$ cat src/rtl/plcfg_pkg.sv
package plcfg_pkg;

  localparam int RST_W = 4;
  localparam int ISO_W = 4;

  localparam logic [RST_W-1:0] RST_ALL    = '1;
  localparam logic [RST_W-1:0] RST_NONE   = '0;
  localparam logic [ISO_W-1:0] ISO_NONE   = '0;
  localparam logic [ISO_W-1:0] ISO_OUTB   = {(ISO_W/2){2'b10}};
  localparam logic [ISO_W-1:0] ISO_BOTH   = '1;

  typedef enum logic [1:0] {
    ERR_NONE     = 2'd0,
    ERR_TIMEOUT  = 2'd1,
    ERR_INSECURE = 2'd2
  } err_code_e;

  typedef enum logic [4:0] {
    S_IDLE, S_RST_ON, S_ISO_OFF, S_ISO_OUT,
    S_PROG_SET1, S_WAIT_HI1, S_PROG_CLR, S_WAIT_LO,
    S_PROG_SET2, S_WAIT_HI2, S_PORT_ON, S_WAIT_DONE,
    S_PORT_OFF, S_ISO_OPEN, S_RST_OFF, S_FINISH, S_FAIL
  } seq_state_e;

  typedef struct packed {
    logic      rstAll;
    logic      rstNone;
    logic      isoOff;
    logic      isoOut;
    logic      isoOpen;
    logic      progSet;
    logic      progClr;
    logic      portOn;
    logic      portOff;
    logic      rateLow;
    logic      tmrClr;
    logic      okStb;
    logic      errStb;
    err_code_e errCode;
  } seq_strobe_t;

endpackage

$ cat src/rtl/plcfg_ctrl.sv
module plcfg_ctrl
  import plcfg_pkg::*;
(
  input  logic        clk,
  input  logic        rst_n,
  input  logic        start,
  input  logic        partialCfg,
  input  logic        encrypted,
  input  logic        secureBoot,
  input  logic        initStat,
  input  logic        doneStat,
  input  logic        timeoutHit,
  output seq_strobe_t stb,
  output logic        idle
);

  seq_state_e state, nxt;
  logic       partQ, encQ;
  err_code_e  errQ;

  always_ff @(posedge clk or negedge rst_n) begin
    if (!rst_n) begin
      state <= S_IDLE;
      partQ <= 1'b0;
      encQ  <= 1'b0;
      errQ  <= ERR_NONE;
    end else begin
      state <= nxt;
      if (state == S_IDLE && start) begin
        partQ <= partialCfg;
        encQ  <= encrypted;
        errQ  <= (encrypted && !secureBoot) ? ERR_INSECURE : ERR_TIMEOUT;
      end
    end
  end

  always_comb begin
    nxt         = state;
    stb         = '0;
    stb.errCode = errQ;
    stb.rateLow = encQ;
    stb.tmrClr  = 1'b1;
    unique case (state)
      S_IDLE: begin
        if (start) begin
          if (encrypted && !secureBoot) nxt = S_FAIL;
          else if (partialCfg)          nxt = S_PORT_ON;
          else                          nxt = S_RST_ON;
        end
      end
      S_RST_ON:    begin stb.rstAll  = 1'b1; nxt = S_ISO_OFF;   end
      S_ISO_OFF:   begin stb.isoOff  = 1'b1; nxt = S_ISO_OUT;   end
      S_ISO_OUT:   begin stb.isoOut  = 1'b1; nxt = S_PROG_SET1; end
      S_PROG_SET1: begin stb.progSet = 1'b1; nxt = S_WAIT_HI1;  end
      S_WAIT_HI1: begin
        stb.tmrClr = 1'b0;
        if (initStat)        nxt = S_PROG_CLR;
        else if (timeoutHit) nxt = S_FAIL;
      end
      S_PROG_CLR:  begin stb.progClr = 1'b1; nxt = S_WAIT_LO;   end
      S_WAIT_LO: begin
        stb.tmrClr = 1'b0;
        if (!initStat)       nxt = S_PROG_SET2;
        else if (timeoutHit) nxt = S_FAIL;
      end
      S_PROG_SET2: begin stb.progSet = 1'b1; nxt = S_WAIT_HI2;  end
      S_WAIT_HI2: begin
        stb.tmrClr = 1'b0;
        if (initStat)        nxt = S_PORT_ON;
        else if (timeoutHit) nxt = S_FAIL;
      end
      S_PORT_ON:   begin stb.portOn = 1'b1; nxt = S_WAIT_DONE; end
      S_WAIT_DONE: begin
        stb.tmrClr = 1'b0;
        if (doneStat)        nxt = S_PORT_OFF;
        else if (timeoutHit) nxt = S_FAIL;
      end
      S_PORT_OFF: begin
        stb.portOff = 1'b1;
        nxt = partQ ? S_FINISH : S_ISO_OPEN;
      end
      S_ISO_OPEN:  begin stb.isoOpen = 1'b1; nxt = S_RST_OFF; end
      S_RST_OFF:   begin stb.rstNone = 1'b1; nxt = S_FINISH;  end
      S_FINISH:    begin stb.okStb   = 1'b1; nxt = S_IDLE;    end
      S_FAIL:      begin stb.errStb  = 1'b1; nxt = S_IDLE;    end
      default:     nxt = S_IDLE;
    endcase
  end

  assign idle = (state == S_IDLE);

  // a busy sequencer only returns to idle through its finish or fail step
  assert_busy_exit_R10: assert property (@(posedge clk) disable iff (!rst_n)
    (state != S_IDLE) |=> (state != S_IDLE) || ($past(state) == S_FINISH) || ($past(state) == S_FAIL));

  // a partial run never enters the reset, isolation or program steps
  assert_partial_skip_R8: assert property (@(posedge clk) disable iff (!rst_n)
    (state == S_IDLE && start && partialCfg && !(encrypted && !secureBoot)) |=> (state == S_PORT_ON));

endmodule

$ cat src/rtl/plcfg_dpath.sv
module plcfg_dpath
  import plcfg_pkg::*;
#(
  parameter int PRESC_DIV     = 20,
  parameter int TIMEOUT_TICKS = 125000
)(
  input  logic             clk,
  input  logic             rst_n,
  input  seq_strobe_t      stb,
  output logic             timeoutHit,
  output logic [RST_W-1:0] fabricRst,
  output logic [ISO_W-1:0] isoEn,
  output logic             progB,
  output logic             portSel,
  output logic             portMode,
  output logic             rateLow,
  output logic             okPulse,
  output logic             errPulse,
  output err_code_e        errCode
);

  localparam int PW = (PRESC_DIV > 1) ? $clog2(PRESC_DIV) : 1;
  localparam int TW = $clog2(TIMEOUT_TICKS + 1);
  localparam logic [PW-1:0] PRESC_LAST = PW'(PRESC_DIV - 1);
  localparam logic [TW-1:0] TICK_LIMIT = TW'(TIMEOUT_TICKS);

  logic [PW-1:0] prescCnt;
  logic [TW-1:0] tickCnt;

  assign timeoutHit = (tickCnt == TICK_LIMIT);

  always_ff @(posedge clk or negedge rst_n) begin
    if (!rst_n) begin
      prescCnt <= '0;
      tickCnt  <= '0;
    end else if (stb.tmrClr) begin
      prescCnt <= '0;
      tickCnt  <= '0;
    end else if (!timeoutHit) begin
      if (prescCnt == PRESC_LAST) begin
        prescCnt <= '0;
        tickCnt  <= tickCnt + 1'b1;
      end else begin
        prescCnt <= prescCnt + 1'b1;
      end
    end
  end

  always_ff @(posedge clk or negedge rst_n) begin
    if (!rst_n) begin
      fabricRst <= RST_NONE;
      isoEn     <= ISO_BOTH;
      progB     <= 1'b1;
      portSel   <= 1'b0;
      portMode  <= 1'b0;
      rateLow   <= 1'b0;
      okPulse   <= 1'b0;
      errPulse  <= 1'b0;
      errCode   <= ERR_NONE;
    end else begin
      okPulse  <= stb.okStb;
      errPulse <= stb.errStb;
      if (stb.rstAll)  fabricRst <= RST_ALL;
      if (stb.rstNone) fabricRst <= RST_NONE;
      if (stb.isoOff)  isoEn     <= ISO_NONE;
      if (stb.isoOut)  isoEn     <= ISO_OUTB;
      if (stb.isoOpen) isoEn     <= ISO_BOTH;
      if (stb.progSet) progB     <= 1'b1;
      if (stb.progClr) progB     <= 1'b0;
      if (stb.portOn) begin
        portSel  <= 1'b1;
        portMode <= 1'b1;
        rateLow  <= stb.rateLow;
      end
      if (stb.portOff) portSel <= 1'b0;
      if (stb.okStb)   errCode <= ERR_NONE;
      if (stb.errStb)  errCode <= stb.errCode;
    end
  end

  // result pulses are exclusive and one cycle wide
  assert_pulse_excl_R9: assert property (@(posedge clk) disable iff (!rst_n)
    !(okPulse && errPulse));
  assert_ok_single_R9: assert property (@(posedge clk) disable iff (!rst_n)
    okPulse |=> !okPulse);
  assert_err_single_R9: assert property (@(posedge clk) disable iff (!rst_n)
    errPulse |=> !errPulse);

  // the timer never runs past its limit
  assert_tick_bound_R4: assert property (@(posedge clk) disable iff (!rst_n)
    tickCnt <= TICK_LIMIT);

endmodule

$ cat src/rtl/plcfg_sequencer.sv
module plcfg_sequencer
  import plcfg_pkg::*;
#(
  parameter int PRESC_DIV     = 20,
  parameter int TIMEOUT_TICKS = 125000
)(
  input  logic             clk,
  input  logic             rst_n,
  input  logic             start,
  input  logic             partialCfg,
  input  logic             encrypted,
  input  logic             secureBoot,
  input  logic             initStat,
  input  logic             doneStat,
  output logic [RST_W-1:0] fabricRst,
  output logic [ISO_W-1:0] isoEn,
  output logic             progB,
  output logic             portSel,
  output logic             portMode,
  output logic             rateLow,
  output logic             okPulse,
  output logic             errPulse,
  output logic [1:0]       errCode
);

  seq_strobe_t stb;
  logic        timeoutHit;
  logic        idle;
  err_code_e   errCodeE;

  plcfg_ctrl ctrl_i (
    .clk        (clk),
    .rst_n      (rst_n),
    .start      (start),
    .partialCfg (partialCfg),
    .encrypted  (encrypted),
    .secureBoot (secureBoot),
    .initStat   (initStat),
    .doneStat   (doneStat),
    .timeoutHit (timeoutHit),
    .stb        (stb),
    .idle       (idle)
  );

  plcfg_dpath #(
    .PRESC_DIV     (PRESC_DIV),
    .TIMEOUT_TICKS (TIMEOUT_TICKS)
  ) dpath_i (
    .clk        (clk),
    .rst_n      (rst_n),
    .stb        (stb),
    .timeoutHit (timeoutHit),
    .fabricRst  (fabricRst),
    .isoEn      (isoEn),
    .progB      (progB),
    .portSel    (portSel),
    .portMode   (portMode),
    .rateLow    (rateLow),
    .okPulse    (okPulse),
    .errPulse   (errPulse),
    .errCode    (errCodeE)
  );

  assign errCode = errCodeE;

  // the program strobe only falls after init was seen high
  assert_prog_after_init_R3: assert property (@(posedge clk) disable iff (!rst_n)
    $fell(progB) |-> $past(initStat));

  // resets and outbound isolation are in place when programming begins
  assert_staged_before_prog_R2: assert property (@(posedge clk) disable iff (!rst_n)
    $fell(progB) |-> (fabricRst == RST_ALL) && (isoEn == ISO_OUTB));

  // the port is released only after done was seen
  assert_release_after_done_R7: assert property (@(posedge clk) disable iff (!rst_n)
    $fell(portSel) |-> $past(doneStat));

  // an insecure encrypted start fails with the insecure code
  assert_insecure_R6: assert property (@(posedge clk) disable iff (!rst_n)
    (idle && start && encrypted && !secureBoot) |=> ##1 (errPulse && errCode == 2'd2));

endmodule

$ cat config.mk
export PLATFORM = sky130hd
export DESIGN_NAME = plcfg_sequencer
export DESIGN_NICKNAME = d
export VERILOG_FILES = /design/src/rtl/plcfg_pkg.sv /design/src/rtl/plcfg_ctrl.sv /design/src/rtl/plcfg_dpath.sv /design/src/rtl/plcfg_sequencer.sv
export SDC_FILE = /design/constraint.sdc
export NUM_CORES = 1
export LEC_CHECK = 0
export BUFFER_PORTS_ARGS = -buffer_cell sky130_fd_sc_hd__buf_2
export CAP_MARGIN = 40
export CORE_UTILIZATION = 30
export DETAILED_ROUTE_END_ITERATION = 10
export SYNTH_ARGS = -nofsm -noshare
export SYNTH_HDL_FRONTEND = slang
export SYNTH_HIERARCHICAL = 1
export SYNTH_SLANG_ARGS = --single-unit
export TNS_END_PERCENT = 1
$ cat constraint.sdc
create_clock -name clk -period 2.6 [get_ports clk]
set_clock_uncertainty 0.1 [all_clocks]
set_input_delay 0.39 -clock clk [delete_from_list [all_inputs] [get_ports clk]]
set_output_delay 0.39 -clock clk [all_outputs]
set_load 0.01 [all_outputs]
---- Yosys cells after proc, flatten, opt, wreduce, memory -nomap -nowiden ----
Index checks and enable logic that the tools add are counted.
cells by class
  $add $sub $neg .......................... 2
  eq/ne operators ......................... 21
  muxes and demuxes ....................... 39
  reductions and logical operators ........ 12
operators by type and width
  cell                                                   number
  case mux 5 bit (15 select lines)                       1
  2-to-1 mux 17 bit                                      3
  2-to-1 mux 5 bit                                       10
  equality test 5 x 4 -> 1 bit, second input constant    8
  2-to-1 mux 4 bit                                       6
  equality test 5 x 3 -> 1 bit, second input constant    4
  adder 17 x 1 -> 17 bit, second input constant          1
  equality test 17 bit, second input constant            1
  2-to-1 mux 1 bit                                       15
  equality test 5 x 2 -> 1 bit, second input constant    2
  equality test 5 bit, second input constant             2
  2-to-1 mux 2 bit                                       4
  nonzero test 2 bit                                     4
  adder 5 x 1 -> 5 bit, second input constant            1
  equality test 5 x 1 -> 1 bit, second input constant    1
  logical NOT 5 bit                                      1
  inequality test 2 bit, second input constant           2
  OR reduction 4 bit                                     1
  nonzero test 3 bit                                     1
  logical AND 1 bit                                      2
  inequality test 2 x 1 -> 1 bit, second input constant  1
  AND reduction 2 bit                                    1
  OR reduction 2 bit                                     1
  logical NOT 1 bit                                      1
storage, ports and cells
  register bits after elaboration ......... 47
  bits of input ports ..................... 8
  output and inout bits ................... 16
  logic and storage cells ................. 89

---- Logic depth before layout (Yosys ltp) ----
Gate-level depths: netlist of run 1.
  word-level depth ........................ 5
  depth in mapped cells ................... 9
  gate-level depth less buffers ........... 8

---- Modules after synthesis ----
Netlist of run 1, hierarchy kept.
modules (own cells, without submodules)
  module       times used  cells an instance  area an instance (µm²)  seq. area each (µm²)
  plcfg_dpath  1           177                1,727.9                 829.5
  plcfg_ctrl   1           91                 754.5                   225.2

---- Worst setup path before layout of run 1 ----
No wires, ideal clock.
  path type ............................... register to register
  start point ............................. register ctrl_i.state[0]
  end point ............................... register dpath_i.prescCnt[0]
  library setup time ...................... 0.078 ns
  arrival time ............................ 1.870 ns
  data required time ...................... 2.422 ns
  setup slack ............................. 0.552 ns
  cell stages (with the launch flop) ...... 9
  path buffers ............................ 5
  period minus slack after synthesis ...... 2.048 ns
  path through ............................ dfrtp_1 -> buf_2 -> clkbuf_1 -> inv_1 -> or3_1 -> clkbuf_1 -> clkbuf_1 -> clkbuf_1 -> a21oi_1
on the way
  cells in the longest elaborated chain, start to end .. 3
  elaborated cells on any way between the ends .. 7
  those cells by class .................... 5 x eq/ne; 1 x mux; 1 x reduce/logical
ends and longest elaborated chain
  what                                                                          line               source
  start, declared                                                               plcfg_ctrl.sv:17   seq_state_e state, nxt;
  start signal, assigned                                                        plcfg_ctrl.sv:28   state <= nxt;
  equality test 5 x 3 -> 1 bit or equality test 5 x 4 -> 1 bit (tied branches)  plcfg_ctrl.sv:43   unique case (state)
  OR reduction 4 bit (no source line) (*)                                       n/a
  inequality test 2 bit (no source line) or 2-to-1 mux 5 bit (tied branches)    n/a
  end signal, assigned                                                          plcfg_dpath.sv:44  prescCnt <= prescCnt + 1'b1;
  end, declared                                                                 plcfg_dpath.sv:27  logic [PW-1:0] prescCnt;
Mark *: on every way between the ends. The rest lies on a longest branch, timed or not.
A chain may end at the register's enable or synchronous reset.

---- Final worst setup path of run 1 ----
  start point ............................. register dpath_i.prescCnt[0]
  end point ............................... register dpath_i.tickCnt[16]
on the way
  cells in the longest elaborated chain, start to end .. 3
ends and longest elaborated chain
  what                                             line               source
  equality test 5 bit                              plcfg_dpath.sv:40  if (prescCnt == PRESC_LAST) begin
  inequality test 2 x 1 -> 1 bit (no source line)  n/a
  AND reduction 2 bit (no source line)             n/a
  end signal, assigned                             plcfg_dpath.sv:42  tickCnt <= tickCnt + 1'b1;
  end, declared                                    plcfg_dpath.sv:28  logic [TW-1:0] tickCnt;
No other way between the ends.

==> flow_metrics.py, run 1 <==
metrics = {
    "setup_path": {
        "cpLargestDelayFamily": "simple AND/OR/NAND/NOR gates",
        "crit_buf_inv": 0,
        "crit_type": "register to register",
        "crit_arrival_ns": 2.25,
        "crit_chain": "ha_1, and4bb_2, nand4_4, nor3_1, mux2_2",
        "cp_slowest_cell": "and4bb_2",
        "worstPathRequired_ns": 2.68,
        "start_kind": "register",
        "critPathMaxStageDelay_ns": 0.41,
        "end_kind": "register",
        "critPathMaxFanout": 19,
    },
    "run_status": {
        "outcome": "finished, final reports clean",
    },
    "clock_network": {
        "insertion_delay_ns": 0.30,
        "cts_tree": "yes",
        "clk_pin_slew_ns": 0.09,
        "clockBufferDepth": 2,
        "htree_levels": 2,
        "clock_sinks": 42,
        "root_buffer": "clkbuf_8",
        "cts_inserted_buffers": 5,
    },
    "timing": {
        "setup_violations": 0,
        "hold_violations": 0,
        "slew_violations": 0,
        "rsz0062_at_grt": "no",
        "tns_ns": 0,
        "fin_crit_sh": 0.8353,
        "worst_pin_slew_ns": 0.4444,
        "fmax_mhz": 460.5,
        "relSlewSlack": 0.7037,
        "fin_crit_ns": 2.172,
    },
    "placed_design": {
        "port_buffers": 23,
        "dp.cells": 379,
        "gp_congestion": 0.8049,
        "hpwl_um": 3976,
    },
    "worst_hold_path": {
        "holdCritPathClass": "primary input to register",
    },
    "detailed_routing": {
        "drcViolationCount": 0,
        "wl_met3_um": 203,
        "wl_met2_um": 2655,
        "drt_iter0_drc": 59,
        "drt_pass1_iterations": 4,
        "wl_um": 5496,
        "vias": 2086,
        "avgViaCountPerCell": 5.376,
        "wl_met1_um": 2609,
        "dr.max_layer_used": "met4",
        "antenna_left": 0,
        "wl_per_cell_um": 14.16,
    },
    "power_and_ir_drop": {
        "p_per_area_nw_per_um2": 820.7,
        "switching_share": 0.3929,
        "pwr-share-comb": 0.387,
        "clockPowerShare": 0.195,
        "p_int_w": 0.001383,
        "power.static_leakage_nw": 1.150,
        "p_sw_w": 0.0008948,
        "ir_worst_vdd_mv": 0.2744,
        "p_seq_frac": 0.418,
    },
    "floorplanning": {
        "die_h_um": 92.97,
        "fp-row-count": 32,
        "start_util": 0.3163,
        "core_area_um2": 7848,
        "die_w_um": 92.97,
        "ios": 24,
        "die-area_um2": 8642,
    },
    "global_routing": {
        "grt_pass1_wl_um": 9287,
        "track_usage": 0.1340,
        "grt_max_degree": 26,
        "grt_pass1_vias": 1940,
        "grt_antenna_before_repair": 0,
        "gr-total-overflow": 0,
    },
    "yosys": {
        "synth.most_common_cell": "dfrtp_1",
        "synth_edf_count": 0,
        "ys.flop_type": "dfrtp_1",
        "synth_nets": 279,
        "syn_inst": 268,
        "synth-seq-cells": 42,
        "syn_area_per_cell_um2": 9.263,
        "ys_warn_count": 6,
        "ys_top_cells_by_area": "dfrtp_1 39%, nor2_1 5.0%, a21oi_1 3.8%",
        "synth.largest_area_cell": "dfrtp_1",
        "synth_cell_types": 59,
        "synth_commonest_cells": "39 x dfrtp_1, 33 x nor2_1, 19 x a21oi_1, 12 x inv_1",
        "synthArstFlopShare": 1.000,
        "ys_seq_area_frac": 0.4249,
        "syn_area_um2": 2482,
        "netlist.area_leader.share": 0.3931,
    },
    "layout": {
        "layout.nets": 296,
        "finalNonFillerCells": 388,
        "layout-drive-gt1-share": 0.2133,
        "n_antenna_cell": 0,
        "area_growth_pct": 11.79,
    },
    "job": {
        "maxCapViolCount": 0,
    },
}
## layer usage
metal | vias up | global-route usage
met4 | 0 | 0.04231
met2 | 40 | 0.2194
met5 | - | 0
li1 | 1015 | -
met3 | 3 | 0.02791
met1 | 1028 | 0.1761
## cell type report
cell class	instances	area, um^2
Fill cell	832	5072
Multi-Input combinational cell	193	1265
Sequential cell	42	1055
Timing Repair Buffer	31	190.2
Tap cell	102	127.6
Clock buffer	5	68.82
Inverter	12	45.04
Clock inverter	3	23.77
## registers in the layout, summed over array words and instances, names as in the netlist
| name | count |
|---|---|
| dpath_i/okPulse | 1 |
| dpath_i/portSel | 1 |
| dpath_i/isoEn | 2 |
| dpath_i/errCode | 2 |
| dpath_i/fabricRst | 1 |
| dpath_i/prescCnt | 5 |
| ctrl_i/partQ | 1 |
| ctrl_i/encQ | 1 |
| dpath_i/errPulse | 1 |
| dpath_i/progB | 1 |
| dpath_i/tickCnt | 17 |
| dpath_i/portMode | 1 |
| ctrl_i/errQ | 2 |
| dpath_i/rateLow | 1 |
| ctrl_i/state | 5 |
## path summary, 6_finish.rpt
path                                                      start                              end  slack (ns)  depth (start not counted)
min in group asynchronous                                 rst_n       dpath_i/errPulse$_DFF_PN0_        0.45                          2
worst max-delay path            dpath_i/prescCnt[0]$_DFFE_PN0P_  dpath_i/tickCnt[16]$_DFFE_PN0P_        0.43                          5
max in group asynchronous                                 rst_n  dpath_i/tickCnt[16]$_DFFE_PN0P_        1.45                          3
worst min-delay path                                  encrypted          ctrl_i/encQ$_DFFE_PN0P_        0.23                          2
worst max register to register  dpath_i/prescCnt[0]$_DFFE_PN0P_  dpath_i/tickCnt[16]$_DFFE_PN0P_        0.43                          5
worst min register to register     dpath_i/portMode$_DFFE_PN0P_     dpath_i/portMode$_DFFE_PN0P_        0.37                          1
## placed cells by master, fill, tap and decap left out, types with 2 or more instances in the layout
cell	instances
nand2_1	9
or3_1	4
ha_1	3
o21ai_0	10
buf_4	6
nor2b_1	5
or4_1	8
mux2_2	8
nor3_1	8
buf_2	23
a22o_1	2
nand2b_1	5
and3_1	6
a31oi_1	3
inv_1	12
clkbuf_8	5
dfstp_2	3
xor2_1	3
or4_4	2
nor2_1	33
o31ai_1	10
nand3b_1	2
a21oi_1	19
nand3_1	10
or2_2	2
nand4b_1	3
clkinvlp_4	2
nand4_1	6
dfrtp_1	39
a32oi_1	2
a21o_1	3
## kinds of logic (layout without fill, tap and decap cells)
logic type	count (synthesis)	count (layout)	share of synthesized area
compound gates	61	61	0.1668
xor+xnor	4	4	0.01412
fa+ha+maj	3	3	0.01512
buf+inv	33	51	0.06552
flops	42	42	0.4249
mux	9	9	0.04032
simple gates	116	116	0.2732
## power by group through the flow
stage / Sequential (W) / Clock (W) / Combinational [W]
2_1_floorplan: 0.000913 / 0 / 0.000708
3_3_place_gp: 0.000954 / 0 / 0.000866
3_5_place_dp: 0.000967 / 0 / 0.000880
4_1_cts: 0.000955 / 0.000464 / 0.000887
5_1_grt: 0.000975 / 0.000482 / 0.000991
6_report: 0.000953 / 0.000443 / 0.000882
## stage by stage
stage	hold slack [ns]	worst slack, ns	power (W)	instance area [um^2]	util
global placement	0.3490	0.5313	0.001820	2653	0.3380
finish	0.2304	0.4283	0.002278	2775	0.3536
CTS	0.2211	0.4221	0.002305	2775	0.3536
floorplan	-0.005591	0.5518	0.001620	2482	-
global route	0.2287	0.2657	0.002448	2775	0.3536
detailed placement	0.2643	0.4430	0.001848	2673	0.3406
## worst reg2reg max path: stages, from the launching register on
cell	delay, ns
dfrtp_1	0.40
ha_1	0.23
and4bb_2	0.41
nand4_4	0.27
nor3_1	0.28
mux2_2	0.36
## timing repair
| item | in CTS | in global routing |
|---|---|---|
| endpoints found under the hold margin | 14 | 0 |
| resized for setup | 0 | 0 |
| buffers inserted | 0 | 0 |
| hold buffers | 1 | 0 |
No activity file was read; power rests on OpenSTA's default activity.
==> run 2, diff against run 1 <==
==> constraint.sdc (replaced) <==
create_clock -name clk -period 2.2 [get_ports clk]
set_clock_uncertainty 0.1 [all_clocks]
set_input_delay 0.33 -clock clk [delete_from_list [all_inputs] [get_ports clk]]
set_output_delay 0.33 -clock clk [all_outputs]
set_load 0.01 [all_outputs]
==> flow_metrics.py, run 2 (synthesized netlist as in run 1, its figures left out) <==
metrics = {
    "run_status": {
        "outcome": "finished, final reports clean",
    },
    "setup_path": {
        "crit_arrival_ns": 2.10,
        "end_kind": "register",
        "reg2reg_depth": 6,
        "worstPathRequired_ns": 2.28,
        "start_kind": "register",
        "reg2reg_from": "dpath_i/tickCnt[0]$_DFFE_PN0P_",
        "rrSetupSlack_ns": 0.18,
        "crit_type": "register to register",
        "reg2reg_to": "dpath_i/tickCnt[0]$_DFFE_PN0P_",
        "critPathMaxFanout": 7,
    },
    "layout": {
        "fin_area_um2": 2795,
        "area_growth_pct": 12.60,
        "top_register": "dpath_i/tickCnt",
        "layout_commonest_cell": "dfrtp_1",
        "layout.nets": 301,
        "n_antenna_cell": 0,
        "largest_reg_flops": 17,
        "layout-drive-gt1-share": 0.2268,
        "mostFrequentLayoutCells": "39 x dfrtp_1, 33 x nor2_1, 23 x buf_2",
        "top_regs": "dpath_i/tickCnt x17, ctrl_i/state x5, dpath_i/prescCnt x5",
    },
    "clock_network": {
        "clockBufferDepth": 2,
        "cts_tree": "yes",
        "htree_levels": 2,
        "root_buffer": "clkbuf_8",
        "insertion_delay_ns": 0.30,
        "cts_inserted_buffers": 5,
        "post-cts-setup-buffers": 0,
        "clk_pin_slew_ns": 0.08,
        "clock_sinks": 42,
    },
    "power_and_ir_drop": {
        "p_seq_frac": 0.412,
        "p_sw_w": 0.001023,
        "p_total_w": 0.002676,
        "p_int_w": 0.001654,
        "p_per_area_nw_per_um2": 957.5,
        "ir_worst_vdd_mv": 0.3228,
        "switching_share": 0.3822,
        "pwr-share-comb": 0.405,
        "power.static_leakage_nw": 1.182,
        "clockPowerShare": 0.184,
    },
    "timing": {
        "fmax_mhz": 495.7,
        "fin_crit_ns": 2.017,
        "setup_violations": 0,
        "rsz0062_at_grt": "no",
        "tns_ns": 0,
        "worst_pin_slew_ns": 0.6233,
        "setup_slack_ns": 0.1828,
        "fin_crit_sh": 0.9169,
        "relSlewSlack": 0.5844,
        "hold_violations": 0,
        "slew_violations": 0,
    },
    "worst_hold_path": {
        "holdPathEnd": "ctrl_i/encQ$_DFFE_PN0P_",
        "hold_depth": 2,
        "holdCritPathClass": "primary input to register",
        "min_from": "encrypted",
    },
    "global_routing": {
        "grt_pass1_vias": 2049,
        "track_usage": 0.1381,
        "grt_max_degree": 29,
        "gr-total-overflow": 0,
        "grt_antenna_before_repair": 0,
        "grt_pass1_wl_um": 9597,
    },
    "floorplanning": {
        "ios": 24,
        "fp-row-count": 32,
        "start_util": 0.3163,
        "core_area_um2": 7848,
        "die_h_um": 92.97,
        "die-area_um2": 8642,
        "die_w_um": 92.97,
    },
    "job": {
        "maxCapViolCount": 0,
    },
    "placed_design": {
        "dpl_cell_area_um2": 2698,
        "dp_worst_setup_slack_ns": 0.2020,
        "hpwl_um": 3889,
        "gp_congestion": 0.7773,
        "port_buffers": 23,
    },
    "detailed_routing": {
        "avgViaCountPerCell": 5.288,
        "wl_um": 5411,
        "wl_per_cell_um": 13.77,
        "antenna_left": 0,
        "drt_iter0_drc": 60,
        "drt_pass1_iterations": 4,
        "drcViolationCount": 0,
        "vias": 2078,
    },
}
-- run 2: changes by cell type in the layout (fill, tap and decap cells not counted) --
| cell | change |
|---|---|
| nand3_1 | -1 |
| inv_6 | -1 |
| clkinvlp_4 | -2 |
| buf_4 | +6 |
| buf_12 | -1 |
| clkinv_2 | +2 |
| clkbuf_1 | +1 |
| nand3_2 | +1 |
-- run 2: power by group through the flow --
stage	combinational (W)	sequential, W	clock [W]
after floorplan	0.000836	0.00108	0
after global placement	0.00108	0.00111	0
after detailed placement	0.00109	0.00112	0
after CTS	0.00109	0.00110	0.000520
after global routing	0.00121	0.00113	0.000550
final	0.00108	0.00110	0.000491
-- run 2: what timing repair did --
action / in CTS / in global routing
endpoints found under the setup margin: 0 / 1
hold buffers: 1 / 0
hold endpoints to repair: 23 / 0
resized for setup: 0 / 1
-- run 2: worst max path at each step --
stage	end	slack, ns	startpoint	cells after the start
after floorplan	dpath_i/prescCnt[0]$_DFFE_PN0P_	0.15	ctrl_i/state[0]$_DFFE_PN0P_	8
after global placement	ctrl_i/state[3]$_DFFE_PN0P_	0.20	dpath_i/tickCnt[7]$_DFFE_PN0P_	8
after detailed placement	dpath_i/tickCnt[0]$_DFFE_PN0P_	0.20	dpath_i/tickCnt[0]$_DFFE_PN0P_	6
after CTS	dpath_i/tickCnt[14]$_DFFE_PN0P_	0.18	dpath_i/prescCnt[0]$_DFFE_PN0P_	5
after global routing	ctrl_i/state[2]$_DFFE_PN0P_	0.03	dpath_i/tickCnt[7]$_DFFE_PN0P_	8
final	dpath_i/tickCnt[0]$_DFFE_PN0P_	0.18	dpath_i/tickCnt[0]$_DFFE_PN0P_	6
-- run 2: metal layers --
metal  up-vias  part of all wire  wire [um]  track usage
li1       1027                 -          -            -
met1      1008              0.47       2570       0.1798
met2        38              0.48       2580       0.2292
met3         5             0.037        202      0.02874
met4         0             0.011         58      0.04103
met5         -                 0          0            0
-- run 2: cell type report --
cell class / count / area [um^2]
Inverter: 12 / 45.04
Tap cell: 102 / 127.6
Clock buffer: 6 / 72.57
Multi-Input combinational cell: 193 / 1270
Sequential cell: 42 / 1055
Clock inverter: 2 / 10.01
Timing Repair Buffer: 36 / 215.2
Fill cell: 830 / 5052
-- run 2: worst max-delay path, stage by stage, from the launching register on --
cell and delay (ns):
dfrtp_1 0.43, inv_1 0.08, ha_1 0.21, and3b_1 0.19, and3_1 0.28, a21boi_1 0.25
mux2_2 0.36
-- run 2: per-stage QoR --
step	hold WS, ns	util	cells
5_1_grt	0.1871	0.3562	393
3_5_place_dp	0.2940	0.3438	384
2_1_floorplan	-0.06559	-	268
4_1_cts	0.1834	0.3555	393
3_3_place_gp	0.2811	0.3438	384
6_report	0.1894	0.3562	393
